==> src/rtl/ovt_pkg.sv <==
package ovt_pkg;

    localparam int NUM_POST = 4;

    typedef enum logic [2:0] {
        A_CTRL  = 3'd0,
        A_LOAD  = 3'd1,
        A_COUNT = 3'd2,
        A_LDGO  = 3'd3,
        A_IEN   = 3'd4,
        A_STAT  = 3'd5,
        A_CFG   = 3'd6,
        A_PEND  = 3'd7
    } addr_e;

    typedef enum logic {
        RS_STOP = 1'b0,
        RS_RUN  = 1'b1
    } run_state_e;

    typedef enum logic {
        SL_IDLE = 1'b0,
        SL_WAIT = 1'b1
    } slot_state_e;

endpackage

==> src/rtl/ovt_post_slot.sv <==
module ovt_post_slot
    import ovt_pkg::*;
#(
    parameter int DW  = 32,
    parameter int LAT = 3
) (
    input  logic          clk,
    input  logic          rst_n,
    input  logic          post_en,
    input  logic          wr,
    input  logic [DW-1:0] wdata,
    output logic          commit,
    output logic [DW-1:0] cdata,
    output logic          pending
);

    localparam int RW = (LAT < 2) ? 1 : $clog2(LAT);

    slot_state_e    state_q, state_d;
    logic [RW-1:0]  rem_q, rem_d;
    logic [DW-1:0]  hold_q, hold_d;

    // state register
    always_ff @(posedge clk) begin
        if (!rst_n) begin
            state_q <= SL_IDLE;
            rem_q   <= '0;
            hold_q  <= '0;
        end else begin
            state_q <= state_d;
            rem_q   <= rem_d;
            hold_q  <= hold_d;
        end
    end

    // next-state logic
    always_comb begin
        state_d = state_q;
        rem_d   = rem_q;
        hold_d  = hold_q;
        unique case (state_q)
            SL_IDLE: begin
                if (wr && post_en) begin
                    state_d = SL_WAIT;
                    rem_d   = RW'(LAT - 1);
                    hold_d  = wdata;
                end
            end
            SL_WAIT: begin
                if (wr && post_en) begin
                    rem_d  = RW'(LAT - 1);
                    hold_d = wdata;
                end else if (wr) begin
                    state_d = SL_IDLE;
                end else if (rem_q == '0) begin
                    state_d = SL_IDLE;
                end else begin
                    rem_d = rem_q - RW'(1);
                end
            end
            default: state_d = SL_IDLE;
        endcase
    end

    // outputs
    always_comb begin
        commit  = 1'b0;
        cdata   = hold_q;
        pending = (state_q == SL_WAIT);
        if (wr && !post_en) begin
            commit = 1'b1;
            cdata  = wdata;
        end else if ((state_q == SL_WAIT) && (rem_q == '0) && !wr) begin
            commit = 1'b1;
        end
    end

endmodule

==> src/rtl/ovt_core.sv <==
module ovt_core
    import ovt_pkg::*;
#(
    parameter int CW = 32
) (
    input  logic          clk,
    input  logic          rst_n,
    input  logic          cnt_en,
    input  logic          ctrl_wr,
    input  logic          ctrl_run,
    input  logic          ctrl_rel,
    input  logic          load_wr,
    input  logic [CW-1:0] load_val,
    input  logic          cnt_wr,
    input  logic [CW-1:0] cnt_val,
    input  logic          go_wr,
    input  logic [CW-1:0] go_val,
    output logic [CW-1:0] count,
    output logic [CW-1:0] load,
    output logic          run,
    output logic          reload,
    output logic          ovf
);

    run_state_e    state_q, state_d;
    logic [CW-1:0] count_q, count_d;
    logic [CW-1:0] load_q, load_d;
    logic          rel_q, rel_d;
    logic          at_top;

    assign at_top = (count_q == {CW{1'b1}});

    // state register
    always_ff @(posedge clk) begin
        if (!rst_n) begin
            state_q <= RS_STOP;
            count_q <= '0;
            load_q  <= '0;
            rel_q   <= 1'b0;
        end else begin
            state_q <= state_d;
            count_q <= count_d;
            load_q  <= load_d;
            rel_q   <= rel_d;
        end
    end

    // next-state logic: counting first, software writes override
    always_comb begin
        state_d = state_q;
        count_d = count_q;
        load_d  = load_q;
        rel_d   = rel_q;
        unique case (state_q)
            RS_STOP: begin
                count_d = count_q;
            end
            RS_RUN: begin
                if (cnt_en) begin
                    if (at_top) begin
                        if (rel_q) begin
                            count_d = load_q;
                        end else begin
                            count_d = '0;
                            state_d = RS_STOP;
                        end
                    end else begin
                        count_d = count_q + CW'(1);
                    end
                end
            end
            default: state_d = RS_STOP;
        endcase
        if (ctrl_wr) begin
            rel_d   = ctrl_rel;
            state_d = ctrl_run ? RS_RUN : RS_STOP;
        end
        if (load_wr) load_d = load_val;
        if (cnt_wr)  count_d = cnt_val;
        if (go_wr) begin
            load_d  = go_val;
            count_d = go_val;
            state_d = RS_RUN;
        end
    end

    // outputs
    always_comb begin
        ovf    = (state_q == RS_RUN) && cnt_en && at_top;
        count  = count_q;
        load   = load_q;
        run    = (state_q == RS_RUN);
        reload = rel_q;
    end

endmodule

==> src/rtl/ovt_irq.sv <==
module ovt_irq (
    input  logic clk,
    input  logic rst_n,
    input  logic ien_wr,
    input  logic stat_wr,
    input  logic wbit,
    input  logic ovf,
    output logic ien,
    output logic stat,
    output logic irq
);

    logic ien_q;
    logic stat_q;

    always_ff @(posedge clk) begin
        if (!rst_n) begin
            ien_q  <= 1'b0;
            stat_q <= 1'b0;
        end else begin
            if (ien_wr) ien_q <= wbit;
            if (ovf) begin
                stat_q <= 1'b1;
            end else if (stat_wr && wbit) begin
                stat_q <= 1'b0;
            end
        end
    end

    always_comb begin
        ien  = ien_q;
        stat = stat_q;
        irq  = stat_q & ien_q;
    end

endmodule

==> src/rtl/ovt_timer.sv <==
module ovt_timer
    import ovt_pkg::*;
#(
    parameter int CNT_W    = 32,
    parameter int POST_LAT = 3
) (
    input  logic             clk,
    input  logic             rst_n,
    input  logic             cnt_en,
    input  logic             bus_we,
    input  logic [2:0]       bus_addr,
    input  logic [CNT_W-1:0] bus_wdata,
    output logic [CNT_W-1:0] bus_rdata,
    output logic             irq
);

    logic                 post_en_q;
    logic [NUM_POST-1:0]  slot_commit;
    logic [NUM_POST-1:0]  slot_pend;
    logic [CNT_W-1:0]     slot_data [NUM_POST];

    logic [CNT_W-1:0]     count;
    logic [CNT_W-1:0]     load;
    logic                 run;
    logic                 reload;
    logic                 ovf;
    logic                 ien;
    logic                 stat;
    logic                 unused_ctrl_bits;

    always_ff @(posedge clk) begin
        if (!rst_n) begin
            post_en_q <= 1'b0;
        end else if (bus_we && (bus_addr == A_CFG)) begin
            post_en_q <= bus_wdata[0];
        end
    end

    for (genvar gi = 0; gi < NUM_POST; gi++) begin : g_slot
        ovt_post_slot #(
            .DW  (CNT_W),
            .LAT (POST_LAT)
        ) u_slot (
            .clk     (clk),
            .rst_n   (rst_n),
            .post_en (post_en_q),
            .wr      (bus_we && (bus_addr == 3'(gi))),
            .wdata   (bus_wdata),
            .commit  (slot_commit[gi]),
            .cdata   (slot_data[gi]),
            .pending (slot_pend[gi])
        );
    end

    assign unused_ctrl_bits = ^slot_data[A_CTRL][CNT_W-1:2];

    ovt_core #(
        .CW (CNT_W)
    ) u_core (
        .clk      (clk),
        .rst_n    (rst_n),
        .cnt_en   (cnt_en),
        .ctrl_wr  (slot_commit[A_CTRL]),
        .ctrl_run (slot_data[A_CTRL][0]),
        .ctrl_rel (slot_data[A_CTRL][1]),
        .load_wr  (slot_commit[A_LOAD]),
        .load_val (slot_data[A_LOAD]),
        .cnt_wr   (slot_commit[A_COUNT]),
        .cnt_val  (slot_data[A_COUNT]),
        .go_wr    (slot_commit[A_LDGO]),
        .go_val   (slot_data[A_LDGO]),
        .count    (count),
        .load     (load),
        .run      (run),
        .reload   (reload),
        .ovf      (ovf)
    );

    ovt_irq u_irq (
        .clk     (clk),
        .rst_n   (rst_n),
        .ien_wr  (bus_we && (bus_addr == A_IEN)),
        .stat_wr (bus_we && (bus_addr == A_STAT)),
        .wbit    (bus_wdata[0]),
        .ovf     (ovf),
        .ien     (ien),
        .stat    (stat),
        .irq     (irq)
    );

    always_comb begin
        bus_rdata = '0;
        unique case (addr_e'(bus_addr))
            A_CTRL:  bus_rdata = {{(CNT_W-2){1'b0}}, reload, run};
            A_LOAD:  bus_rdata = load;
            A_COUNT: bus_rdata = count;
            A_LDGO:  bus_rdata = '0;
            A_IEN:   bus_rdata = {{(CNT_W-1){1'b0}}, ien};
            A_STAT:  bus_rdata = {{(CNT_W-1){1'b0}}, stat};
            A_CFG:   bus_rdata = {{(CNT_W-1){1'b0}}, post_en_q};
            A_PEND:  bus_rdata = {{(CNT_W-NUM_POST){1'b0}}, slot_pend};
            default: bus_rdata = '0;
        endcase
    end

endmodule

==> config.mk <==
export PLATFORM = sky130hd
export DESIGN_NAME = ovt_timer
export DESIGN_NICKNAME = d
export VERILOG_FILES = /design/src/rtl/ovt_pkg.sv /design/src/rtl/ovt_post_slot.sv /design/src/rtl/ovt_core.sv /design/src/rtl/ovt_irq.sv /design/src/rtl/ovt_timer.sv
export SDC_FILE = /design/constraint.sdc
export NUM_CORES = 1
export LEC_CHECK = 0
export BUFFER_PORTS_ARGS = -buffer_cell sky130_fd_sc_hd__buf_4
export CAP_MARGIN = 20
export CORE_ASPECT_RATIO = 1.75
export CORE_UTILIZATION = 60
export CTS_CLUSTER_SIZE = 20
export DETAILED_ROUTE_END_ITERATION = 12
export HOLD_SLACK_MARGIN = 0.03
export PLACE_DENSITY = 0.83
export SLEW_MARGIN = 20
export SYNTH_ARGS = -nofsm -noshare
export SYNTH_HDL_FRONTEND = slang
export SYNTH_SLANG_ARGS = --single-unit
==> constraint.sdc <==
create_clock -name clk -period 3.2 [get_ports clk]
set_clock_uncertainty 0.1 [all_clocks]
set_input_delay 0.16 -clock clk [delete_from_list [all_inputs] [get_ports clk]]
set_output_delay 0.16 -clock clk [all_outputs]
set_load 0.005 [all_outputs]
Word level (Yosys, flattened, before mapping)
Cells that the tools add are included.
{ "classes": {"muxes": 74, "n_addsub": 5, "n_eq_ne": 22, "bitwise_logic": 6, "reduce_logical": 43} }
{ "ops": {"columns": ["cell", "count"], "rows": [
  ["32-bit 2-to-1 mux", 14],
  ["32-bit one-hot mux with 8 select lines", 1],
  ["2-bit 2-to-1 mux", 18],
  ["1-bit 2-to-1 mux", 33],
  ["32-bit by 1-bit adder with 32-bit output, second input constant", 1],
  ["32-bit == test, second input constant", 1],
  ["3-bit inequality test, second input constant", 9],
  ["1-bit logical AND", 26],
  ["2-bit one-hot mux with 2 select lines", 4],
  ["3-bit == test, second input constant", 4],
  ["3-bit AND reduction", 4],
  ["2-bit logical NOT", 4],
  ["2-bit by 1-bit inequality test with 1-bit output, second input constant", 4],
  ["1-bit one-hot mux with 2 select lines", 4],
  ["2-bit by 1-bit subtractor with 2-bit output, second input constant", 4],
  ["3-bit by 2-bit == test with 1-bit output, second input constant", 2],
  ["1-bit logical NOT", 5],
  ["1-bit inverter", 5],
  ["4-bit inequality test, second input constant", 1],
  ["2-bit nonzero test", 2],
  ["3-bit by 1-bit == test with 1-bit output, second input constant", 1],
  ["3-bit logical NOT", 1],
  ["2-bit AND reduction", 1],
  ["1-bit AND", 1]
]} }
{ "totals": {"elab_cells": 169, "regBits": 179, "out_inout_bits": 33} }

Logic depth before layout (Yosys ltp)
{ "logic_depth": {"depth_word": 8, "depth_mapped": 10} }

Cells and area by module
Synthesis repeated with hierarchy kept, for this count alone.
{ "unflattened": {"hier_cells": 1389, "hier_area_um2": 11732.5} }
{ "modules_own_cells": {"columns": ["module", "instances", "seq_area_each_um2", "cells_per_inst", "area_each_um2"], "rows": [
  ["ovt_post_slot", 4, 700.7, 192, 1734.2],
  ["ovt_core", 1, 1321.3, 542, 4134.0],
  ["ovt_timer", 1, 20.0, 71, 584.3],
  ["ovt_irq", 1, 40.0, 8, 77.6]
]} }

Least setup slack after synthesis
OpenSTA, ideal clock, no wires.
{ "synth_path": {"path_kind": "flip-flop to flip-flop", "start": "register g_slot[2].u_slot.rem_q[0]", "end": "register u_core.count_q[19] (netlist: u_core.count[19])", "n_path_buf": 2, "setup_slack_ns": 0.999, "arrival_ns": 2.013, "required_time_ns": 3.012, "stages_incl_launch_ff": 10, "cell_sequence": "dfxtp_1 -> inv_1 -> ha_1 -> and3_1 -> buf_6 -> or3_1 -> buf_2 -> nor4_4 -> a211oi_1 -> o32ai_2"} }
{ "synth_between": {"elab_chain_len": 7} }
{ "synth_lines": {"columns": ["item", "line", "source"], "rows": [
  ["from (decl)", "ovt_post_slot.sv:20", "logic [RW-1:0] rem_q, rem_d;"],
  ["from (signal assigned)", "ovt_post_slot.sv:31", "rem_q <= rem_d;"],
  ["2-bit logical NOT (*)", "ovt_post_slot.sv:73", "end else if ((state_q == SL_WAIT) && (rem_q == '0) && !wr) begin"],
  ["1-bit logical AND (*) (2 in series)", "ovt_post_slot.sv:73", null],
  ["1-bit 2-to-1 mux (*)", "ovt_post_slot.sv:73", null],
  ["1-bit 2-to-1 mux (*)", "ovt_post_slot.sv:70", "if (wr && !post_en) begin"],
  ["4-bit inequality test (no line) (tied with other cells)", null, null],
  ["2-bit AND reduction (no line) or 32-bit 2-to-1 mux (tied branches)", null, null],
  ["to (signal assigned)", "ovt_core.sv:42", "count_q <= count_d;"],
  ["to (decl)", "ovt_core.sv:26", "logic [CW-1:0] count_q, count_d;"]
]} }
Every way passes the cells marked *; elsewhere a longest branch is shown, timed or not.
A chain may end at the register's enable or synchronous reset.

Final worst setup path
{ "layout_path": {"start": "register post_en_q", "end": "register u_core.load_q[20] (netlist: u_core.load[20])"} }
{ "layout_between": {"elab_chain_len": 5} }
{ "layout_lines": {"columns": ["item", "line", "source"], "rows": [
  ["from (decl)", "ovt_timer.sv:17", "logic post_en_q;"],
  ["from (signal assigned)", "ovt_timer.sv:35", "post_en_q <= bus_wdata[0];"],
  ["1-bit logical NOT (*)", "ovt_post_slot.sv:70", null],
  ["1-bit logical AND", "ovt_post_slot.sv:70", null],
  ["32-bit 2-to-1 mux", "ovt_post_slot.sv:70", null],
  ["32-bit 2-to-1 mux", "ovt_core.sv:78", "if (load_wr) load_d = load_val;"],
  ["32-bit 2-to-1 mux", "ovt_core.sv:80", "if (go_wr) begin"],
  ["to (signal assigned)", "ovt_core.sv:43", "load_q <= load_d;"],
  ["to (decl)", "ovt_core.sv:27", "logic [CW-1:0] load_q, load_d;"]
]} }
Every way passes the cells marked *; elsewhere a longest branch is shown, timed or not. The select of a mux whose other input is x is not followed.

==> results.txt <==
The flow ran to the end, and the final reports show no timing, DRC or antenna violations. The largest area contributor in the synthesized netlist is sky130_fd_sc_hd__dfxtp_1. The share of synthesized area occupied by flip-flops and latches came out at 0.4007. After synthesis, the cell types taking the most area are sky130_fd_sc_hd__dfxtp_1 (40%), sky130_fd_sc_hd__nand2_1 (11%), sky130_fd_sc_hd__a21oi_1 (6.9%).

After synthesis, the share of cell area in mux cells is 0.01035. The final wirelength came out at 28.79 mm. The switching part of the total power is 0.2812. The layout overhead on the synthesized area is 17.95%. Of the total synthesized cell area, the portion taken by XOR and XNOR cells is 0.02351.

The total negative setup slack came out at 0 ns. The area of the mapped netlist is 8942 um^2. The number of synthesized flops with an enable pin is 0. Using the TritonRoute via totals, the vias-per-cell ratio works out to 6.821. The tightest hold path in the finished design has a slack of 0.08222 ns. The simple logic cell fraction of the synthesized area is 0.2313. The total stage count of the critical path came out at 7. Data on the critical path is required at its endpoint by 3.42 ns. The fraction of the mapped netlist area in compound gates came out at 0.2741.

Clock tree synthesis selected as its root buffer the cell sky130_fd_sc_hd__clkbuf_16. The count of cell types in the netlist is 61. The number of max-slew violations in the final report is 0. The min-delay analysis places its worst path in the category in2reg. The top cell type's share of synthesized area is 0.4007. The fraction of power consumed by the clock network is 0.414. Of the total power, registers draw 0.481. The worst register-to-register path begins at post_en_q. The number of max-cap violations is 0. From left edge to right edge, the die measures 94.29 um. The average instance area after synthesis is 7.865 um^2. By area, the combinational part of the netlist is dominated by compound AO/OA/AOI/OAI gates.

The number of antenna violations at the first check in global routing was 0. For the pin with the worst max-slew slack, the measured transition is 0.8147 ns. The slowest stage of the critical path is the sky130_fd_sc_hd__buf_4 cell. The total internal power came out at 0.003568 W. The worst endpoint data arrival time came out at 2.93 ns. The ratio of cells with drive above 1 in the final layout is 0.1375.

The critical path goes through nand3b_1 > o22ai_4 > nor2b_2 > o21ai_4 > buf_4 > nor2_1 > a311oi_1. The relative slew slack came out at 0.4527. In this run the deepest clock path goes through 2 buffers. The switching power came out at 0.001396 W. The combined buffer and inverter count along the critical path came out at 1. The highest clock rate is 0.3699 GHz.

The total global-route track usage came out at 0.3787. The number of I/O pins came out at 72. The total power density per cell area came out at 470.6 nW/um^2. The final core utilization came out at 0.7304. Clock-pin slew was measured on the worst setup and hold paths at 0.08 ns. The maximum number of pins on one net before global-route repair is 80.

The number of warnings printed during yosys synthesis is 0. STA classifies the critical path startpoint as a flip-flop. After synthesis, the most frequently instantiated cells are sky130_fd_sc_hd__nand2_1 (253), sky130_fd_sc_hd__dfxtp_1 (179), sky130_fd_sc_hd__a21oi_1 (124). The post-route minimum period came out at 2.703 ns. The element type at the critical path end is a flip-flop. The standby leakage power is 3.710 nW. The CTS sink count is 179. The number of clock buffers added by TritonCTS is 17. The pre-antenna-repair detailed-routing pass consisted of 8 iterations. The number of port buffers is 71. The number of global-route vias before repair came out at 9253. The clock network latency to the later pin of the worst-skew pair came out at 0.43 ns.

In this run the worst path has a maximum fanout of 64. The floorplan step defined a die boundary enclosing 15420 um^2. Setup violations remaining at the end of the flow were counted as 0. The number of levels the H-tree was split into came out at 4. The critical path is of the reg2reg type. The routability-driven placement congestion ratio is 0.9883. The capture point of the worst path is u_core.load[20].

The number of diodes came out at 0. For this run, asynchronously set or reset flops after synthesis account for 0. After floorplanning, the core was sized to cover 14440 um^2.

The die outline height is 163.5 um. The largest vdd supply drop is 0.3187 mV. The initial standard-cell utilization of the core is 0.6192.

The flop-to-flop setup slack is 0.50 ns. The count of endpoints failing hold in the final timing report is 0. The residual antenna-violating net count after detailed routing is 0. The total number of vias came out at 9461. The fraction of power consumed by combinational cells came out at 0.106.

The count of nets after finishing came out at 1238. The number of cells on the worst reg-to-reg path is 7. The endpoint of the lowest-slack register-to-register path is u_core.load[20]. The maximum cell stage delay along the critical path is 0.58 ns.

In the final routed layout, each cell accounts on average for 20.75 um. The number of instances in the synthesized netlist came out at 1137. Of the total synthesized cell area, the portion taken by full adders, half adders and majority gates is 0.006996. The number of standard-cell rows in the floorplan is 58. Setup repair after global routing left no endpoint under its margin. Synthesis inferred 179 register bits. TritonCTS built the clock tree. Grouping stages by cell kind, the critical path spends the most delay in compound AO/OA/AOI/OAI gates. The first global-routing pass estimated 45.37 mm of wire.

The most critical setup path has its startpoint at post_en_q. The number of nets in the synthesized netlist is 1181. sky130_fd_sc_hd__nand2_1 is the most common cell in the netlist. The post-route total power is 0.004964 W. In the finished design, the share of the clock period the worst path needs comes to 0.8448. Summed over all nets, the half-perimeter wirelength after detailed placement is 18.36 mm. The final global-route overflow total came out at 0.

The detailed router finished its first iteration with 877 violations. Among all flip-flop cells after synthesis, the most frequent one is sky130_fd_sc_hd__dfxtp_1. After detailed routing, the number of remaining DRC violations is 0.
==> state kept, by name (all words and copies together) (netlist names) <==
signal,count
g_slot.u_slot.hold_q,98
g_slot.u_slot.pending,4
g_slot.u_slot.rem_q,8
post_en_q,1
u_core.count,32
u_core.load,32
u_core.reload,1
u_core.run,1
u_irq.ien,1
u_irq.stat,1
==> logic make-up after synthesis <==
family,after synthesis
AND/OR/NAND/NOR,446
AO/OA/AOI/OAI,357
flip-flops,179
buffers and inverters,118
XOR/XNOR,24
multiplexers,8
adder cells (fa/ha/maj),5
==> how the worst min path moves through the flow <==
stage / start / to / slack (ns) / cells after the start
6_report: rst_n / u_core.count[5] / 0.08 / 3
5_1_grt: rst_n / u_core.count[2] / 0.07 / 2
4_1_cts: rst_n / u_core.run / 0.06 / 2
3_5_place_dp: bus_wdata[12] / g_slot[2].u_slot.hold_q[12] / 0.35 / 3
3_3_place_gp: bus_wdata[4] / g_slot[3].u_slot.hold_q[4] / 0.34 / 3
2_1_floorplan: bus_wdata[10] / g_slot[1].u_slot.hold_q[10] / 0.20 / 2
==> worst reg2reg max path, cell delays in order, from the launching register on <==
cell	delay, ns
sky130_fd_sc_hd__dfxtp_1	0.45
sky130_fd_sc_hd__nand3b_1	0.38
sky130_fd_sc_hd__o22ai_4	0.37
sky130_fd_sc_hd__nor2b_2	0.16
sky130_fd_sc_hd__o21ai_4	0.08
sky130_fd_sc_hd__buf_4	0.58
sky130_fd_sc_hd__nor2_1	0.16
sky130_fd_sc_hd__a311oi_1	0.32
==> through the flow <==
step / area, um^2 / instances / setup WS [ns]
final: 10550 / 1387 / 0.4968
after global placement: 9653 / 1323 / 0.6488
after CTS: 10550 / 1387 / 0.5321
after global routing: 10550 / 1387 / 0.3339
after floorplan: 8942 / 1137 / 0.9992
after detailed placement: 9653 / 1323 / 0.5654
==> layout make-up <==
| type | instances | area, um^2 |
|---|---|---|
| multi-input combinational | 840 | 4938 |
| fill | 1110 | 3894 |
| sequential | 179 | 3583 |
| timing repair buffer | 142 | 1171 |
| clock buffer | 18 | 439.2 |
| tap | 180 | 225.2 |
| clock inverter | 14 | 135.1 |
| inverter | 14 | 55.05 |
==> per-layer routing <==
layer / wire, um / global-route usage
met5: 0 / 0
met4: 1762 / 0.2678
met3: 2703 / 0.06564
met2: 14310 / 0.6357
met1: 10010 / 0.4253
==> cell usage in the layout, fill, tap and decap left out, types with 4 or more instances in the layout <==
cell type,n
sky130_fd_sc_hd__or4_1,4
sky130_fd_sc_hd__a222oi_1,32
sky130_fd_sc_hd__a21oi_1,124
sky130_fd_sc_hd__and4_1,8
sky130_fd_sc_hd__a221oi_1,21
sky130_fd_sc_hd__and3_1,17
sky130_fd_sc_hd__dfxtp_1,179
sky130_fd_sc_hd__mux2i_1,7
sky130_fd_sc_hd__nand3_1,29
sky130_fd_sc_hd__o211ai_1,11
sky130_fd_sc_hd__clkbuf_16,17
sky130_fd_sc_hd__o21ai_0,38
sky130_fd_sc_hd__buf_4,108
sky130_fd_sc_hd__a211oi_1,33
sky130_fd_sc_hd__xor2_1,11
sky130_fd_sc_hd__nor2_1,68
sky130_fd_sc_hd__and2_1,7
sky130_fd_sc_hd__nor3_1,9
sky130_fd_sc_hd__a21o_1,4
sky130_fd_sc_hd__nand4_1,16
sky130_fd_sc_hd__nand2_1,253
sky130_fd_sc_hd__xnor2_1,13
sky130_fd_sc_hd__o211a_1,4
sky130_fd_sc_hd__inv_6,5
sky130_fd_sc_hd__a31oi_1,17
sky130_fd_sc_hd__a22o_1,32
sky130_fd_sc_hd__dlygate4sd3_1,32
sky130_fd_sc_hd__a22oi_1,21
sky130_fd_sc_hd__nand3b_1,5
sky130_fd_sc_hd__nand2b_1,5
sky130_fd_sc_hd__ha_1,5
sky130_fd_sc_hd__inv_1,13
sky130_fd_sc_hd__inv_8,4
==> power groups by stage <==
| stage | logic, W | registers [W] | clock network [W] |
|---|---|---|---|
| after detailed placement | 0.000474 | 0.00243 | 0 |
| after CTS | 0.000510 | 0.00238 | 0.00206 |
| after global placement | 0.000466 | 0.00243 | 0 |
| final | 0.000525 | 0.00239 | 0.00205 |
| after global routing | 0.000562 | 0.00239 | 0.00215 |
| after floorplan | 0.000302 | 0.00239 | 0 |
==> what timing repair did <==
action / 4_1_cts / 5_1_grt
endpoints found under the hold margin: 117 / 0
hold buffers: 32 / 0
endpoints found under the setup margin: 0 / 0
buffers inserted: 0 / 0
gates resized for setup: 0 / 0
No activity file was read; power rests on OpenSTA's default activity.
